File: src/rtl/mser_pkg.sv
package mser_pkg;

  localparam int BYTE_W = 8;
  localparam logic [BYTE_W-1:0] SYNC_BYTE  = 8'h55;
  localparam logic [BYTE_W-1:0] DELIM_BYTE = 8'hD5;

  typedef enum logic [1:0] {
    ST_IDLE  = 2'd0,
    ST_PRE   = 2'd1,
    ST_BODY  = 2'd2,
    ST_DRAIN = 2'd3
  } tx_state_t;

  // level of one half of a coded bit: inverse first, true value second
  function automatic logic half_level(input logic b, input logic second);
    return second ? b : ~b;
  endfunction

  // byte number idx of the lead-in: sync bytes, then one delimiter
  function automatic logic [BYTE_W-1:0] preamble_byte(input int unsigned idx,
                                                      input int unsigned n_sync);
    return (idx < n_sync) ? SYNC_BYTE : DELIM_BYTE;
  endfunction

  function automatic logic body_short(input int unsigned n_after, input logic last,
                                      input int unsigned min_n);
    return last && (n_after < min_n);
  endfunction

  function automatic logic body_long(input int unsigned n_after, input logic last,
                                     input int unsigned max_n);
    return !last && (n_after >= max_n);
  endfunction

endpackage

File: src/rtl/mser_phase_ctr.sv
module mser_phase_ctr #(
  parameter int HALVES  = 16,
  parameter int PHASE_W = 4
) (
  input  logic               clk,
  input  logic               rst_n,
  input  logic               clear,
  input  logic               run,
  output logic [PHASE_W-1:0] phase,
  output logic               byte_end
);

  localparam logic [PHASE_W-1:0] LAST_PHASE = PHASE_W'(HALVES - 1);

  logic [PHASE_W-1:0] phase_q;

  always_ff @(posedge clk or negedge rst_n) begin
    if (!rst_n) begin
      phase_q <= '0;
    end else if (clear) begin
      phase_q <= '0;
    end else if (run) begin
      phase_q <= (phase_q == LAST_PHASE) ? '0 : phase_q + 1'b1;
    end
  end

  assign phase    = phase_q;
  assign byte_end = (phase_q == LAST_PHASE);

  // a finished byte is followed by a fresh byte starting at phase zero
  assert_phase_wrap_R4: assert property (@(posedge clk) disable iff (!rst_n)
    (run && byte_end && !clear) |=> (phase == '0));

endmodule

File: src/rtl/mser_encoder.sv
module mser_encoder
  import mser_pkg::*;
#(
  parameter logic IDLE_LEVEL = 1'b0,
  parameter int   IDX_W      = 3
) (
  input  logic              active,
  input  logic [BYTE_W-1:0] byte_val,
  input  logic [IDX_W-1:0]  bit_idx,
  input  logic              second_half,
  output logic              line
);

  logic cur_bit;

  assign cur_bit = byte_val[bit_idx];

  always_comb begin
    if (active) line = half_level(cur_bit, second_half);
    else        line = IDLE_LEVEL;
  end

endmodule

File: src/rtl/mser_len_check.sv
module mser_len_check #(
  parameter int CNT_W    = 11,
  parameter int MIN_BODY = 64,
  parameter int MAX_BODY = 1518
) (
  input  logic             clk,
  input  logic             rst_n,
  input  logic             clear,
  input  logic             take,
  input  logic             take_last,
  output logic             short_hit,
  output logic             long_hit
);

  import mser_pkg::*;

  logic [CNT_W-1:0] count_q;
  int unsigned      n_after;

  assign n_after = int'(count_q) + 1;

  always_ff @(posedge clk or negedge rst_n) begin
    if (!rst_n) begin
      count_q <= '0;
    end else if (clear) begin
      count_q <= '0;
    end else if (take && !short_hit && !long_hit) begin
      count_q <= count_q + 1'b1;
    end
  end

  assign short_hit = take && body_short(n_after, take_last, MIN_BODY);
  assign long_hit  = take && body_long(n_after, take_last, MAX_BODY);

  // the accepted body never grows past the largest legal size
  assert_count_bound_R7: assert property (@(posedge clk) disable iff (!rst_n)
    count_q <= CNT_W'(MAX_BODY));

endmodule

File: src/rtl/mser_tx.sv
module mser_tx
  import mser_pkg::*;
#(
  parameter int   SYNC_BYTES  = 7,
  parameter int   HDR_BYTES   = 14,
  parameter int   CRC_BYTES   = 4,
  parameter int   MIN_PAYLOAD = 46,
  parameter int   MAX_PAYLOAD = 1500,
  parameter logic IDLE_LEVEL  = 1'b0
) (
  input  logic              clk,
  input  logic              rst_n,
  input  logic              in_valid,
  input  logic [BYTE_W-1:0] in_data,
  input  logic              in_last,
  output logic              in_ready,
  output logic              line_out,
  output logic              tx_active,
  output logic              done,
  output logic              err
);

  localparam int MIN_BODY = HDR_BYTES + MIN_PAYLOAD + CRC_BYTES;
  localparam int MAX_BODY = HDR_BYTES + MAX_PAYLOAD + CRC_BYTES;
  localparam int CNT_W    = $clog2(MAX_BODY + 1);
  localparam int HALVES   = 2 * BYTE_W;
  localparam int PHASE_W  = $clog2(HALVES);
  localparam int IDX_W    = PHASE_W - 1;
  localparam int PIDX_W   = $clog2(SYNC_BYTES + 1);
  localparam logic [PIDX_W-1:0] DELIM_IDX = PIDX_W'(SYNC_BYTES);

  tx_state_t          state_q, state_d;
  logic [BYTE_W-1:0]  cur_byte_q;
  logic               cur_last_q;
  logic [PIDX_W-1:0]  pidx_q;
  logic               done_q, err_q;

  logic [PHASE_W-1:0] phase;
  logic               byte_end;
  logic               second_half;
  logic [IDX_W-1:0]   bit_idx;

  // named events, shared by the next-state logic and the assertions
  logic in_pre, in_body, in_drain;
  logic start_evt, slot_evt, take_evt, underrun_evt;
  logic pre_step_evt, frame_end_evt, drain_end_evt, err_evt;
  logic short_hit, long_hit;

  assign in_pre   = (state_q == ST_PRE);
  assign in_body  = (state_q == ST_BODY);
  assign in_drain = (state_q == ST_DRAIN);

  assign start_evt     = (state_q == ST_IDLE) && in_valid;
  assign slot_evt      = byte_end && ((in_pre && pidx_q == DELIM_IDX) ||
                                      (in_body && !cur_last_q));
  assign take_evt      = slot_evt && in_valid;
  assign underrun_evt  = slot_evt && !in_valid;
  assign pre_step_evt  = in_pre && byte_end && (pidx_q != DELIM_IDX);
  assign frame_end_evt = in_body && byte_end && cur_last_q;
  assign drain_end_evt = in_drain && in_valid && in_last;
  assign err_evt       = underrun_evt || short_hit || long_hit;

  assign second_half = phase[0];
  assign bit_idx     = phase[PHASE_W-1:1];

  mser_phase_ctr #(
    .HALVES  (HALVES),
    .PHASE_W (PHASE_W)
  ) u_phase (
    .clk      (clk),
    .rst_n    (rst_n),
    .clear    (start_evt),
    .run      (tx_active),
    .phase    (phase),
    .byte_end (byte_end)
  );

  mser_len_check #(
    .CNT_W    (CNT_W),
    .MIN_BODY (MIN_BODY),
    .MAX_BODY (MAX_BODY)
  ) u_len (
    .clk       (clk),
    .rst_n     (rst_n),
    .clear     (start_evt),
    .take      (take_evt),
    .take_last (in_last),
    .short_hit (short_hit),
    .long_hit  (long_hit)
  );

  mser_encoder #(
    .IDLE_LEVEL (IDLE_LEVEL),
    .IDX_W      (IDX_W)
  ) u_enc (
    .active      (tx_active),
    .byte_val    (cur_byte_q),
    .bit_idx     (bit_idx),
    .second_half (second_half),
    .line        (line_out)
  );

  // next state
  always_comb begin
    state_d = state_q;
    unique case (state_q)
      ST_IDLE:  if (start_evt) state_d = ST_PRE;
      ST_PRE,
      ST_BODY: begin
        if (frame_end_evt) begin
          state_d = ST_IDLE;
        end else if (slot_evt) begin
          if (underrun_evt || long_hit) state_d = ST_DRAIN;
          else if (short_hit)           state_d = ST_IDLE;
          else                          state_d = ST_BODY;
        end
      end
      ST_DRAIN: if (drain_end_evt) state_d = ST_IDLE;
      default:  state_d = ST_IDLE;
    endcase
  end

  always_ff @(posedge clk or negedge rst_n) begin
    if (!rst_n) begin
      state_q    <= ST_IDLE;
      cur_byte_q <= '0;
      cur_last_q <= 1'b0;
      pidx_q     <= '0;
      done_q     <= 1'b0;
      err_q      <= 1'b0;
    end else begin
      state_q <= state_d;
      done_q  <= frame_end_evt;
      err_q   <= err_evt;
      if (start_evt) begin
        cur_byte_q <= preamble_byte(0, SYNC_BYTES);
        cur_last_q <= 1'b0;
        pidx_q     <= '0;
      end else if (pre_step_evt) begin
        cur_byte_q <= preamble_byte(int'(pidx_q) + 1, SYNC_BYTES);
        pidx_q     <= pidx_q + 1'b1;
      end else if (take_evt) begin
        cur_byte_q <= in_data;
        cur_last_q <= in_last;
      end
    end
  end

  assign tx_active = in_pre || in_body;
  assign in_ready  = slot_evt || in_drain;
  assign done      = done_q;
  assign err       = err_q;

  // the second half of every coded bit is the inverse of the first
  assert_manchester_pair_R3: assert property (@(posedge clk) disable iff (!rst_n)
    (tx_active && !second_half) |=> (tx_active && (line_out != $past(line_out))));

  // an offered slot while sending is never repeated in the next cycle
  assert_ready_single_R4: assert property (@(posedge clk) disable iff (!rst_n)
    (tx_active && in_ready) |=> !(tx_active && in_ready));

  // every frame ends with exactly one of the two outcome pulses
  assert_end_flagged_R5: assert property (@(posedge clk) disable iff (!rst_n)
    $fell(tx_active) |-> (done != err));

  // completion is a single-cycle pulse
  assert_done_pulse_R5: assert property (@(posedge clk) disable iff (!rst_n)
    done |=> !done);

endmodule

File: config.mk
export PLATFORM = sky130hd
export DESIGN_NAME = mser_tx
export DESIGN_NICKNAME = d
export VERILOG_FILES = /design/src/rtl/mser_pkg.sv /design/src/rtl/mser_phase_ctr.sv /design/src/rtl/mser_encoder.sv /design/src/rtl/mser_len_check.sv /design/src/rtl/mser_tx.sv
export SDC_FILE = /design/constraint.sdc
export NUM_CORES = 1
export LEC_CHECK = 0
export ABC_AREA = 1
export BUFFER_PORTS_ARGS = -buffer_cell sky130_fd_sc_hd__buf_2
export CAP_MARGIN = 20
export CORE_MARGIN = 1.5
export CORE_UTILIZATION = 50
export DETAILED_ROUTE_END_ITERATION = 6
export GPL_ROUTABILITY_DRIVEN = 0
export PLACE_DENSITY_LB_ADDON = 0.08
export SYNTH_ARGS = -nofsm -noshare
export SYNTH_HDL_FRONTEND = slang
export SYNTH_SLANG_ARGS = --single-unit
File: constraint.sdc
create_clock -name clk -period 2.6 [get_ports clk]
set_clock_uncertainty 0.15 [all_clocks]
set_input_delay 0.52 -clock clk [delete_from_list [all_inputs] [get_ports clk]]
set_output_delay 0.52 -clock clk [all_outputs]
set_load 0.01 [all_outputs]
# Word level (Yosys, flattened, before mapping)
# Cells that the tools add are included.
# word_totals
out_inout_bits	5
rom_bits	0
mem_bits_rw	0
latch_bits	0
wordCells	91
memories	0
inputBits	12
reg_bits	31
# classes
div	0
n_mux	25
n_mul	0
add_sub_neg	5
n_eq_ne	10
n_shift	0
bitwise	1
n_reduce_logical	38
magnitude_cmp	4
# ops
cell	n
32-bit by 11-bit greater-or-equal comparator with 1-bit output, second input constant	1
32-bit by 7-bit less-than comparator with 1-bit output, second input constant	1
8-bit two-way mux	4
11-bit two-way mux	2
1-bit logical AND	18
11-bit by 1-bit adder with 12-bit output, second input constant	1
2-bit two-way mux	6
4-bit two-way mux	3
11-bit by 1-bit adder with 11-bit output, second input constant	1
2-bit nonzero test	4
1-bit logical OR	6
1-bit two-way mux	6
3-bit two-way mux	2
3-bit != test, second input constant	2
2-bit case mux with 3 select lines	1
1-bit zero test	5
3-bit by 1-bit adder with 4-bit output, second input constant	1
4-bit by 1-bit adder with 4-bit output, second input constant	1
2-bit equality test, second input constant	2
4-bit equality test, second input constant	1
3-bit by 4-bit less-than comparator with 1-bit output, second input constant	1
4-bit by 3-bit less-than comparator with 1-bit output, second input constant	1
2-bit != test, second input constant	2
3-bit by 1-bit adder with 3-bit output, second input constant	1
other kinds (10)	10

# Depth between registers and ports, before layout
# Gate-level depths: netlist of run 1.
# logic_depth
depth_word	11
depth_mapped	16
mapped_depth_nobuf	15

# By module
# A second synthesis of run 1 with hierarchy kept.
# hier_totals
cells_unflattened	290
area_unflattened_um2	2139.6
# modules_own_cells
mod	n_inst	area_per_inst_um2	cells_per_inst	seq_area_each_um2
mser_tx	1	929.6	110	400.4
mser_len_check	1	850.8	125	275.3
mser_phase_ctr	1	224.0	26	100.1
mser_encoder	1	135.1	29	0.0

# Worst setup path before layout of run 1
# No wires, ideal clock.
# synth_path
path_kind	reg-to-reg
startpoint	register state_q[0]
endpoint	register u_len.count_q[5]
synth_period_minus_slack_ps	1996
t_arrival_ps	1770
required_ps	2374
path_stages_with_launch	14
setup_slack_ps	604
setup_time_ps	76
path_buffers	1
path_cell_list	dfrtp_1 > inv_1 > ha_1 > inv_1 > o21ai_0 > nand2_1 > nor2_4 > inv_1 > nor2_2 > nand2_4 > nand2_2 > buf_6 > nand3_1 > o21ai_2
# synth_via
elab_chain_cells	10
word_cells_on_any_way	17
cone_classes	2 x eq/ne; 1 x mux; 14 x reduce/logical
# synth_lines
item	line	source
start: declaration	mser_tx.sv:32	tx_state_t state_q, state_d;
start signal: assignment	mser_tx.sv:132	state_q <= state_d;
2-bit by 1-bit equality test with 1-bit output / 2-bit equality test (equally long branches)	mser_tx.sv:49, mser_tx.sv:50	
1-bit logical AND, on equally long branches	mser_tx.sv:54, mser_tx.sv:55	
1-bit logical OR	mser_tx.sv:54	assign slot_evt = byte_end && ((in_pre && pidx_q == DELIM_IDX) ||
1-bit logical AND	mser_tx.sv:54	
1-bit logical AND	mser_tx.sv:56	assign take_evt = slot_evt && in_valid;
1-bit logical AND	mser_len_check.sv:32	assign short_hit = take && body_short(n_after, take_last, MIN_BODY);
1-bit zero test	mser_len_check.sv:27	end else if (take && !short_hit && !long_hit) begin
1-bit logical AND (2 in series)	mser_len_check.sv:27	
2-bit nonzero test (no source line)	-	
end signal: assignment	mser_len_check.sv:28	count_q <= count_q + 1'b1;
end: declaration	mser_len_check.sv:17	logic [CNT_W-1:0] count_q;
# Parallel ways exist; a longest one is shown, timed or not.
# A chain may end at the register's enable or synchronous reset.

# Final worst setup path of run 1
# layout_path
startpoint	register u_phase.phase_q[1] (netlist: u_phase.phase[1])
endpoint	output port line_out
# layout_via
elab_chain_cells	5
# layout_lines
item	line	source
start: declaration	mser_phase_ctr.sv:15	logic [PHASE_W-1:0] phase_q;
start signal: assignment	mser_phase_ctr.sv:23	phase_q <= (phase_q == LAST_PHASE) ? '0 : phase_q + 1'b1;
1-bit binary-select mux with 3-bit select (*)	mser_encoder.sv:16	assign cur_bit = byte_val[bit_idx];
1-bit two-way mux (not written as such) (*)	mser_encoder.sv:16	
1-bit NOT	mser_pkg.sv:16	return second ? b : ~b;
1-bit two-way mux (*)	mser_pkg.sv:16	
1-bit two-way mux (*)	mser_encoder.sv:19	if (active) line = half_level(cur_bit, second_half);
end: declaration	mser_tx.sv:17	output logic line_out,
# Every way passes the cells marked *; elsewhere a longest branch is shown, timed or not. The select of a mux whose other input is x is not followed.

==> flow_summary.ini, run 1 <==
[timing]
fin_crit_sh_pct = 90.7
setup_viol = 0
hold_viol_final = 0
final_max_slew_viol_count = 0
max_freq_mhz = 424
slew_headroom_pct = 53.8
rsz0062_at_grt = false
holdWs_ns = 0.121
period_needed_ns = 2.36
worstMarginPinSlew_ns = 0.693
fin_tns_setup_ns = 0

[setup_path]
startpoint = u_phase.phase[1]$_DFFE_PN0P_
worst-path-max-fanout = 7
required_ns = 1.93
reg2reg_from = state_q[0]$_DFFE_PN0P_
crit_type = reg2out
arrival_ns = 1.69
critPathLaunchType = flip-flop
cp-end-kind = output pin

[clock_tree]
clockBufferDepth = 2
cts_tree = yes
hold_buffers = 0
postCtsSetupBuffers = 0
cts_root_buf = clkbuf_8
numCtsBuffers = 5
clk_latency_ns = 0.29
clock_sinks = 31
cts-resized-gates = 0
cts.clk_slew.worst_paths_ns = 0.07
cts-htree-levels = 2

[flow_run]
drv_cap = 0

[grt]
grt_pass1_vias = 1623
grt_pass1_wl_mm = 6.93
grt.overflow.total = 0
grt_usage_pct = 21.4
grt_max_degree = 32
grt_antenna_before_repair = 0

[synth]
postSynthRegisterBits = 31
postSynthAreaPerCell_um2 = 7.42
synth-xor-area-share_pct = 0.908
synth_area_mm2 = 0.00193
muxShareOfSynthArea_pct = 0
synth_nets = 281
synth-compound-area-share_pct = 13.3
synthSimpleGateAreaFrac_pct = 30.7
yosysSeqAreaShare_pct = 40.2
ys_types = 28
synth_top_family_by_area = simple AND/OR/NAND/NOR gates
yosys_warnings = 0
synthCells = 260
synthAdderAreaFrac_pct = 5.84

[routing]
drtPass1Iterations = 5
wirelength_mm = 4.08
drtAntennaViolNets = 0
route.met3.wl_um = 127
drt-met1-wl_mm = 1.95
drt-vias-per-instance = 5.08
post-route-drc-count = 0
met2WireLength_mm = 1.95
top_layer_used = met4
via_count = 1688
drt-wirelength-per-cell_um = 12.3
drt-initial-drc-count = 65

[finish]
nFillCells = 367
area_delta_synth_final_pct = 13.3
seqCellArea_um2 = 776
stdcell_count = 332
final_cell_mix = 51 x nand2_1, 40 x inv_1, 31 x nand3_1, 31 x dfrtp_1, 25 x nor2_1
multi_input_area_um2 = 980
n_antenna_cell = 0
fin_nets = 304
final_common_cell = nand2_1
drive_gt1_share_pct = 14.4

[placement]
port-buffer-count = 16
dpl.cell_count = 324
dp.final_hpwl_mm = 3.04

[floorplan]
fp.dieArea_mm2 = 0.00424
die-width_um = 65.1
die_h_um = 65.1
num_rows = 22
io_pins = 17
start_util_pct = 52.3
core_mm2 = 0.00369

[power_and_ir_drop]
p_leak_uw = 0.00108
power.total_uw = 1700
peakVddDrop_mv = 0.523
cellPowerDensity_mw_per_mm2 = 778

[min_path]
worstHoldPathType = in2async

[run_status]
outcome = finished, final reports clean
==> logic make-up (layout without fill, tap and decap cells) <==
| group | count (synthesis) | count (layout) |
|---|---|---|
| fa+ha+maj | 9 | 9 |
| compound gates | 46 | 46 |
| simple gates | 128 | 128 |
| xor+xnor | 2 | 2 |
| flops | 31 | 31 |
| buf+inv | 44 | 68 |
==> registers in the layout, summed over array words and instances (netlist names) <==
signal and count:
cur_byte_q 8, cur_last_q 1, done 1, err 1
pidx_q 3, state_q 2, u_len.count_q 11, u_phase.phase 4
==> worst paths after layout <==
check / depth (start not counted) / slack [ns] / endpoint
max: 9 / 0.24 / line_out
min: 1 / 0.12 / cur_byte_q[5]$_DFFE_PN0P_
max reg2reg: 12 / 0.37 / u_len.count_q[10]$_DFFE_PN0P_
min reg2reg: 1 / 0.36 / cur_byte_q[0]$_DFFE_PN0P_
max in group asynchronous: 1 / 1.73 / cur_byte_q[2]$_DFFE_PN0P_
min in group clk: 3 / 0.30 / cur_byte_q[1]$_DFFE_PN0P_
==> area by class of cell <==
class	instances	share of cell area, %
well taps	48	2.75
repair buffers	18	4.35
multi-input cells	185	44.8
flip-flops and latches	31	35.5
clock buffers	6	3.78
clock inverters	2	1.60
inverters	42	7.21
==> metrics by stage <==
step                      setup WS (ns)  util, %  area, um^2
after floorplan                   0.604        -        1930
after global placement            0.426     56.1        2070
after detailed placement          0.339     56.1        2070
after CTS                         0.228     59.3        2190
after global routing             0.0271     59.3        2190
final                             0.241     59.3        2190
==> power breakdown <==
part           internal (uW)  leakage, uW  switching [uW]  total (uW)
logic                    214     0.000616             385         599
registers                547     0.000402            59.6         607
clock network            310    0.0000612             186         495
total                   1070      0.00108             630        1700
==> critical path: stages (launching register included) <==
cell and delay [ns]:
dfrtp_1 0.44, inv_1 0.12, a21oi_1 0.12, o21ai_0 0.09, nand2_1 0.06, nor2_1 0.04, a31oi_1 0.18, o21ai_0 0.10
a21oi_1 0.11, buf_2 0.14
==> synthesized netlist by cell type <==
| library cell | instances | share of area, % |
|---|---|---|
| nand4_1 | 4 | 1.3 |
| o21ai_1 | 8 | 2.1 |
| o22ai_1 | 1 | 0.32 |
| nand2_1 | 51 | 9.9 |
| nand3_2 | 2 | 1.0 |
| a31oi_1 | 2 | 0.65 |
| nor2_2 | 2 | 0.65 |
| inv_1 | 40 | 7.8 |
| nand3_1 | 31 | 8.0 |
| nor2_4 | 3 | 1.8 |
| nand2_2 | 3 | 0.97 |
| o21ai_2 | 1 | 0.45 |
| nor2_1 | 25 | 4.9 |
| o21ai_0 | 15 | 3.9 |
| nand2_4 | 1 | 0.58 |
| a22o_1 | 1 | 0.45 |
| or2_2 | 1 | 0.32 |
| buf_6 | 1 | 0.58 |
| dfrtp_1 | 31 | 40 |
| xor2_1 | 2 | 0.91 |
| o22a_1 | 2 | 0.91 |
| inv_2 | 2 | 0.39 |
| nor3_1 | 5 | 1.3 |
| buf_2 | 1 | 0.26 |
| o21bai_1 | 2 | 0.78 |
| ha_1 | 9 | 5.8 |
| o31ai_1 | 1 | 0.39 |
| a21oi_1 | 13 | 3.4 |
==> routing by layer <==
metal,GRT usage (%),vias to the layer above
met5,0,-
met4,9.38,0
met3,4.45,7
met2,36.6,22
met1,26.2,758
li1,-,901
No activity file was read; power rests on OpenSTA's default activity.
==> run 2, diff against run 1 <==
--- a/config.mk
+++ b/config.mk
@@ -8,6 +8,7 @@
 export ABC_AREA = 1
 export BUFFER_PORTS_ARGS = -buffer_cell sky130_fd_sc_hd__buf_2
 export CAP_MARGIN = 20
+export CORE_ASPECT_RATIO = 1.25
 export CORE_MARGIN = 1.5
 export CORE_UTILIZATION = 50
 export DETAILED_ROUTE_END_ITERATION = 6
==> constraint.sdc (replaced) <==
create_clock -name clk -period 2.45 [get_ports clk]
set_clock_uncertainty 0.15 [all_clocks]
set_input_delay 0.49 -clock clk [delete_from_list [all_inputs] [get_ports clk]]
set_output_delay 0.49 -clock clk [all_outputs]
set_load 0.01 [all_outputs]
==> flow_summary.ini, run 2 (synthesis gave the netlist of run 1 again) <==
[run_status]
outcome = finished, final reports clean

[setup_path]
required_ns = 1.81
crit_type = reg2out
arrival_ns = 1.62
cp-end-kind = output pin
critPathLaunchType = flip-flop
worst-path-max-fanout = 4

[power_and_ir_drop]
cellPowerDensity_mw_per_mm2 = 821
pwr-share-seq_pct = 35.7
internal_power_uw = 1150
clockPowerShare_pct = 28.7
p_sw_uw = 660
pwr-share-comb_pct = 35.7
p_leak_uw = 0.00108
peakVddDrop_mv = 0.551
p_sw_share_pct = 36.5

[finish]
final_common_cell = nand2_1
largest_register_ffs = 11
design_area_mm2 = 0.00220
fin_util_pct = 58.7
final_cell_mix = 51 x nand2_1, 39 x inv_1, 31 x nand3_1
top_register = u_len.count_q
fin_nets = 305
drive_gt1_share_pct = 15.8
n_antenna_cell = 0
area_delta_synth_final_pct = 14.2

[floorplan]
io_pins = 17
num_rows = 25
die_h_um = 72.5
fp.dieArea_mm2 = 0.00424
start_util_pct = 51.4
die-width_um = 58.6
core_mm2 = 0.00375

[timing]
hold_viol_final = 0
max_freq_mhz = 443
setup_slack_ns = 0.194
slew_headroom_pct = 54.3
period_needed_ns = 2.26
final_max_slew_viol_count = 0
setup_viol = 0
worstMarginPinSlew_ns = 0.685
fin_crit_sh_pct = 92.1

[grt]
grt_usage_pct = 22.9
grt_pass1_wl_mm = 7.30
grt_pass1_vias = 1697
grt.overflow.total = 0
grt_max_degree = 32
grt_antenna_before_repair = 0

[routing]
drt-initial-drc-count = 118
drt-vias-per-instance = 5.26
via_count = 1709
drtPass1Iterations = 4
wirelength_mm = 4.10
post-route-drc-count = 0
drtAntennaViolNets = 0
drt-wirelength-per-cell_um = 12.6

[min_path]
worstHoldPathType = in2async

[placement]
port-buffer-count = 16
dp.final_hpwl_mm = 3.19
placed_area_mm2 = 0.00206
pre_cts_ws_ns = 0.231

[clock_tree]
cts-htree-levels = 2
cts_root_buf = clkbuf_8
clk_latency_ns = 0.29
cts.clk_slew.worst_paths_ns = 0.07
clock_sinks = 31
cts_tree = yes
clockBufferDepth = 2
numCtsBuffers = 5
hold_buffers = 0

[flow_run]
drv_cap = 0
## run 2: area by class of cell
class | instances | area [um^2]
Fill cell | 366 | 1550
Tap cell | 40 | 50.0
Inverter | 42 | 158
Timing Repair Buffer | 19 | 103
Sequential cell | 31 | 778
Clock buffer | 6 | 82.6
Clock inverter | 2 | 35.0
Multi-Input combinational cell | 185 | 997
## run 2: power by group through the flow
stage / logic (uW) / clock network, uW / registers, uW
2_1_floorplan: 457 / 0 / 635
3_3_place_gp: 637 / 0 / 651
3_5_place_dp: 639 / 0 / 649
4_1_cts: 640 / 531 / 642
5_1_grt: 747 / 551 / 658
6_report: 646 / 518 / 645
## run 2: worst paths after layout
path                                         startpoint                      endpoint  slack [ns]  cells past startpoint
max in group asynchronous                         rst_n  u_phase.phase[1]$_DFFE_PN0P_        1.58                      1
hold reg to reg               cur_byte_q[0]$_DFFE_PN0P_     cur_byte_q[0]$_DFFE_PN0P_        0.37                      1
setup / recovery                  pidx_q[1]$_DFFE_PN0P_                      in_ready        0.19                      7
min in group clk                             in_data[1]     cur_byte_q[1]$_DFFE_PN0P_        0.26                      3
hold / removal                                    rst_n  u_len.count_q[4]$_DFFE_PN0P_        0.09                      1
setup reg to reg           u_len.count_q[0]$_DFFE_PN0P_                 err$_DFF_PN0_        0.28                     13
## run 2: through the flow
step           hold WS (ns)  std cells  total power (uW)  setup TNS (ns)
5_1_grt               0.154        325              1960         -0.0161
6_report             0.0889        325              1810               0
4_1_cts               0.111        324              1810               0
3_5_place_dp          0.353        316              1290               0
3_3_place_gp          0.342        316              1290               0
2_1_floorplan        0.0444        260              1090               0
## run 2: critical path, cell delays in order, from the launching register on
cell	delay, ns
dfrtp_1	0.41
ha_1	0.19
ha_1	0.19
nand2_1	0.06
o21ai_0	0.09
nand2_1	0.15
nand2_1	0.08
buf_2	0.14
## run 2: repair_timing
item | in CTS | in global routing
buffers inserted | 0 | 1
gates resized for setup | 0 | 7
endpoints found under the setup margin | 0 | 12
## run 2: routing by layer
layer | global-route usage (%) | vias up | share of wire [%]
li1 | - | 898 | -
met1 | 26.1 | 792 | 43
met2 | 40.7 | 14 | 53
met3 | 5.35 | 5 | 2.1
met4 | 8.53 | 0 | 1.9
met5 | 0 | - | 0
==> run 3, diff against run 2 <==
--- a/config.mk
+++ b/config.mk
@@ -10,7 +10,8 @@
 export CAP_MARGIN = 20
 export CORE_ASPECT_RATIO = 1.25
 export CORE_MARGIN = 1.5
-export CORE_UTILIZATION = 50
+export CORE_UTILIZATION = 59
+export CTS_CLUSTER_DIAMETER = 50
 export DETAILED_ROUTE_END_ITERATION = 6
 export GPL_ROUTABILITY_DRIVEN = 0
 export PLACE_DENSITY_LB_ADDON = 0.08
==> flow_summary.ini, run 3 (synthesis gave the netlist of run 1 again) <==
[run_status]
outcome = finished, final reports clean

[power_and_ir_drop]
cellPowerDensity_mw_per_mm2 = 827
power.total_uw = 1820
pwr-share-comb_pct = 35.8
p_sw_share_pct = 37.3
internal_power_uw = 1140
peakVddDrop_mv = 0.570
clockPowerShare_pct = 28.5
p_leak_uw = 0.00110
pwr-share-seq_pct = 35.7
p_sw_uw = 679

[finish]
stdcell_count = 325
final_cell_mix = 51 x nand2_1, 38 x inv_1, 31 x nand3_1
fin_nets = 308
top_register = u_len.count_q
largest_register_ffs = 11
area_delta_synth_final_pct = 14.3
drive_gt1_share_pct = 17.0
n_antenna_cell = 0
final_common_cell = nand2_1

[routing]
drt-wirelength-per-cell_um = 13.0
post-route-drc-count = 0
drtAntennaViolNets = 0
drt-initial-drc-count = 54
wirelength_mm = 4.24
via_count = 1757
drt-vias-per-instance = 5.41
drtPass1Iterations = 4

[floorplan]
die_h_um = 66.9
io_pins = 17
start_util_pct = 60.9
core_mm2 = 0.00317
die-width_um = 54.1
fp.dieArea_mm2 = 0.00362
num_rows = 23

[timing]
period_needed_ns = 2.28
fin_crit_sh_pct = 92.9
hold_viol_final = 0
slew_headroom_pct = 54.4
worstMarginPinSlew_ns = 0.683
setup_slack_ns = 0.174
final_max_slew_viol_count = 0
setup_viol = 0
max_freq_mhz = 439

[clock_tree]
clk_latency_ns = 0.29
hold_buffers = 0
cts_tree = yes
clock_sinks = 31
cts_root_buf = clkbuf_8
cts-htree-levels = 2
clockBufferDepth = 2
numCtsBuffers = 5
cts.clk_slew.worst_paths_ns = 0.07

[setup_path]
cpMaxStageDelayCell = dfrtp_2
critPathLaunchType = flip-flop
startpoint = u_phase.phase[1]$_DFFE_PN0P_
required_ns = 1.81
worst-path-max-fanout = 7
r2r_setup_slack_ns = 0.28
worst_path_most_repeated_cell = a21oi_1
reg2reg_from = pidx_q[1]$_DFFE_PN0P_
arrival_ns = 1.64
crit_type = reg2out
cp-end-kind = output pin
cp_slowest_stage_delay_ns = 0.45
cp_cell_sequence = a21oi_1 > o21ai_0 > nand2_1 > nor2_1 > a31oi_1 > o21ai_1 > a21oi_1 > buf_2

[min_path]
worstHoldPathType = in2async

[grt]
grt_max_degree = 32
grt_usage_pct = 27.4
grt_pass1_wl_mm = 7.04
grt_antenna_before_repair = 0
grt.overflow.total = 0
grt_pass1_vias = 1663

[placement]
port-buffer-count = 16
pre_cts_ws_ns = 0.205
dp.final_hpwl_mm = 3.16
dpl.cell_count = 313

[flow_run]
drv_cap = 0
==> run 3: cell types whose count changed in the layout (fill, tap and decap cells not counted), sizes merged <==
cell / previous run / this run
buf: 19 / 22
==> run 3: layer usage <==
| metal | share of wire [%] | up-vias | routed length [um] | track usage [%] |
|---|---|---|---|---|
| met5 | 0 | - | 0 | 0 |
| met4 | 2.7 | 0 | 113 | 15.3 |
| met3 | 2.9 | 11 | 124 | 6.73 |
| met2 | 53 | 29 | 2240 | 47.3 |
| met1 | 41 | 811 | 1760 | 29.5 |
| li1 | - | 906 | - | - |
==> run 3: area by class of cell <==
type,count,area [um^2]
fillers,276,961
clock inverters,2,35.0
multi-input cells,185,980
well taps,37,46.3
clock buffers,6,82.6
inverters,42,158
flip-flops and latches,31,778
repair buffers,22,125
==> run 3: path summary, 6_finish.rpt <==
check,end,cells after the start
worst max-delay path,line_out,8
worst min-delay path,err$_DFF_PN0_,1
worst max register to register,u_len.count_q[5]$_DFFE_PN0P_,12
worst min register to register,cur_byte_q[4]$_DFFE_PN0P_,2
max in group asynchronous,u_phase.phase[1]$_DFFE_PN0P_,1
min in group clk,cur_byte_q[1]$_DFFE_PN0P_,3
==> run 3: repair_timing <==
action                                 CTS  global route
endpoints found under the hold margin    0             0
buffers inserted                         0             4
resized for setup                        0             7
setup endpoints to repair                0            13
==> run 3: power by group through the flow <==
stage	Combinational, uW	Sequential, uW	Clock (uW)
5_1_grt	757	661	551
3_3_place_gp	632	651	0
6_report	653	650	519
4_1_cts	646	643	531
3_5_place_dp	638	652	0
2_1_floorplan	457	635	0
==> run 3: metrics by stage <==
| stage | cell area (um^2) | util [%] | setup TNS, ns | hold slack (ns) |
|---|---|---|---|---|
| after CTS | 2170 | 68.6 | 0 | 0.0994 |
| after global placement | 2050 | 64.9 | 0 | 0.341 |
| after floorplan | 1930 | - | 0 | 0.0444 |
| final | 2200 | 69.6 | 0 | 0.0847 |
| after global routing | 2200 | 69.6 | -0.00364 | 0.147 |
| after detailed placement | 2050 | 64.9 | 0 | 0.356 |
==> run 3: critical path, delay by kind of cell, from the launching register on <==
kind | cells | cell delay [ns]
buffers and inverters | 1 | 0.14
DFF | 1 | 0.45
and+or+nand+nor | 2 | 0.14
AOI/OAI and AO/OA | 5 | 0.63
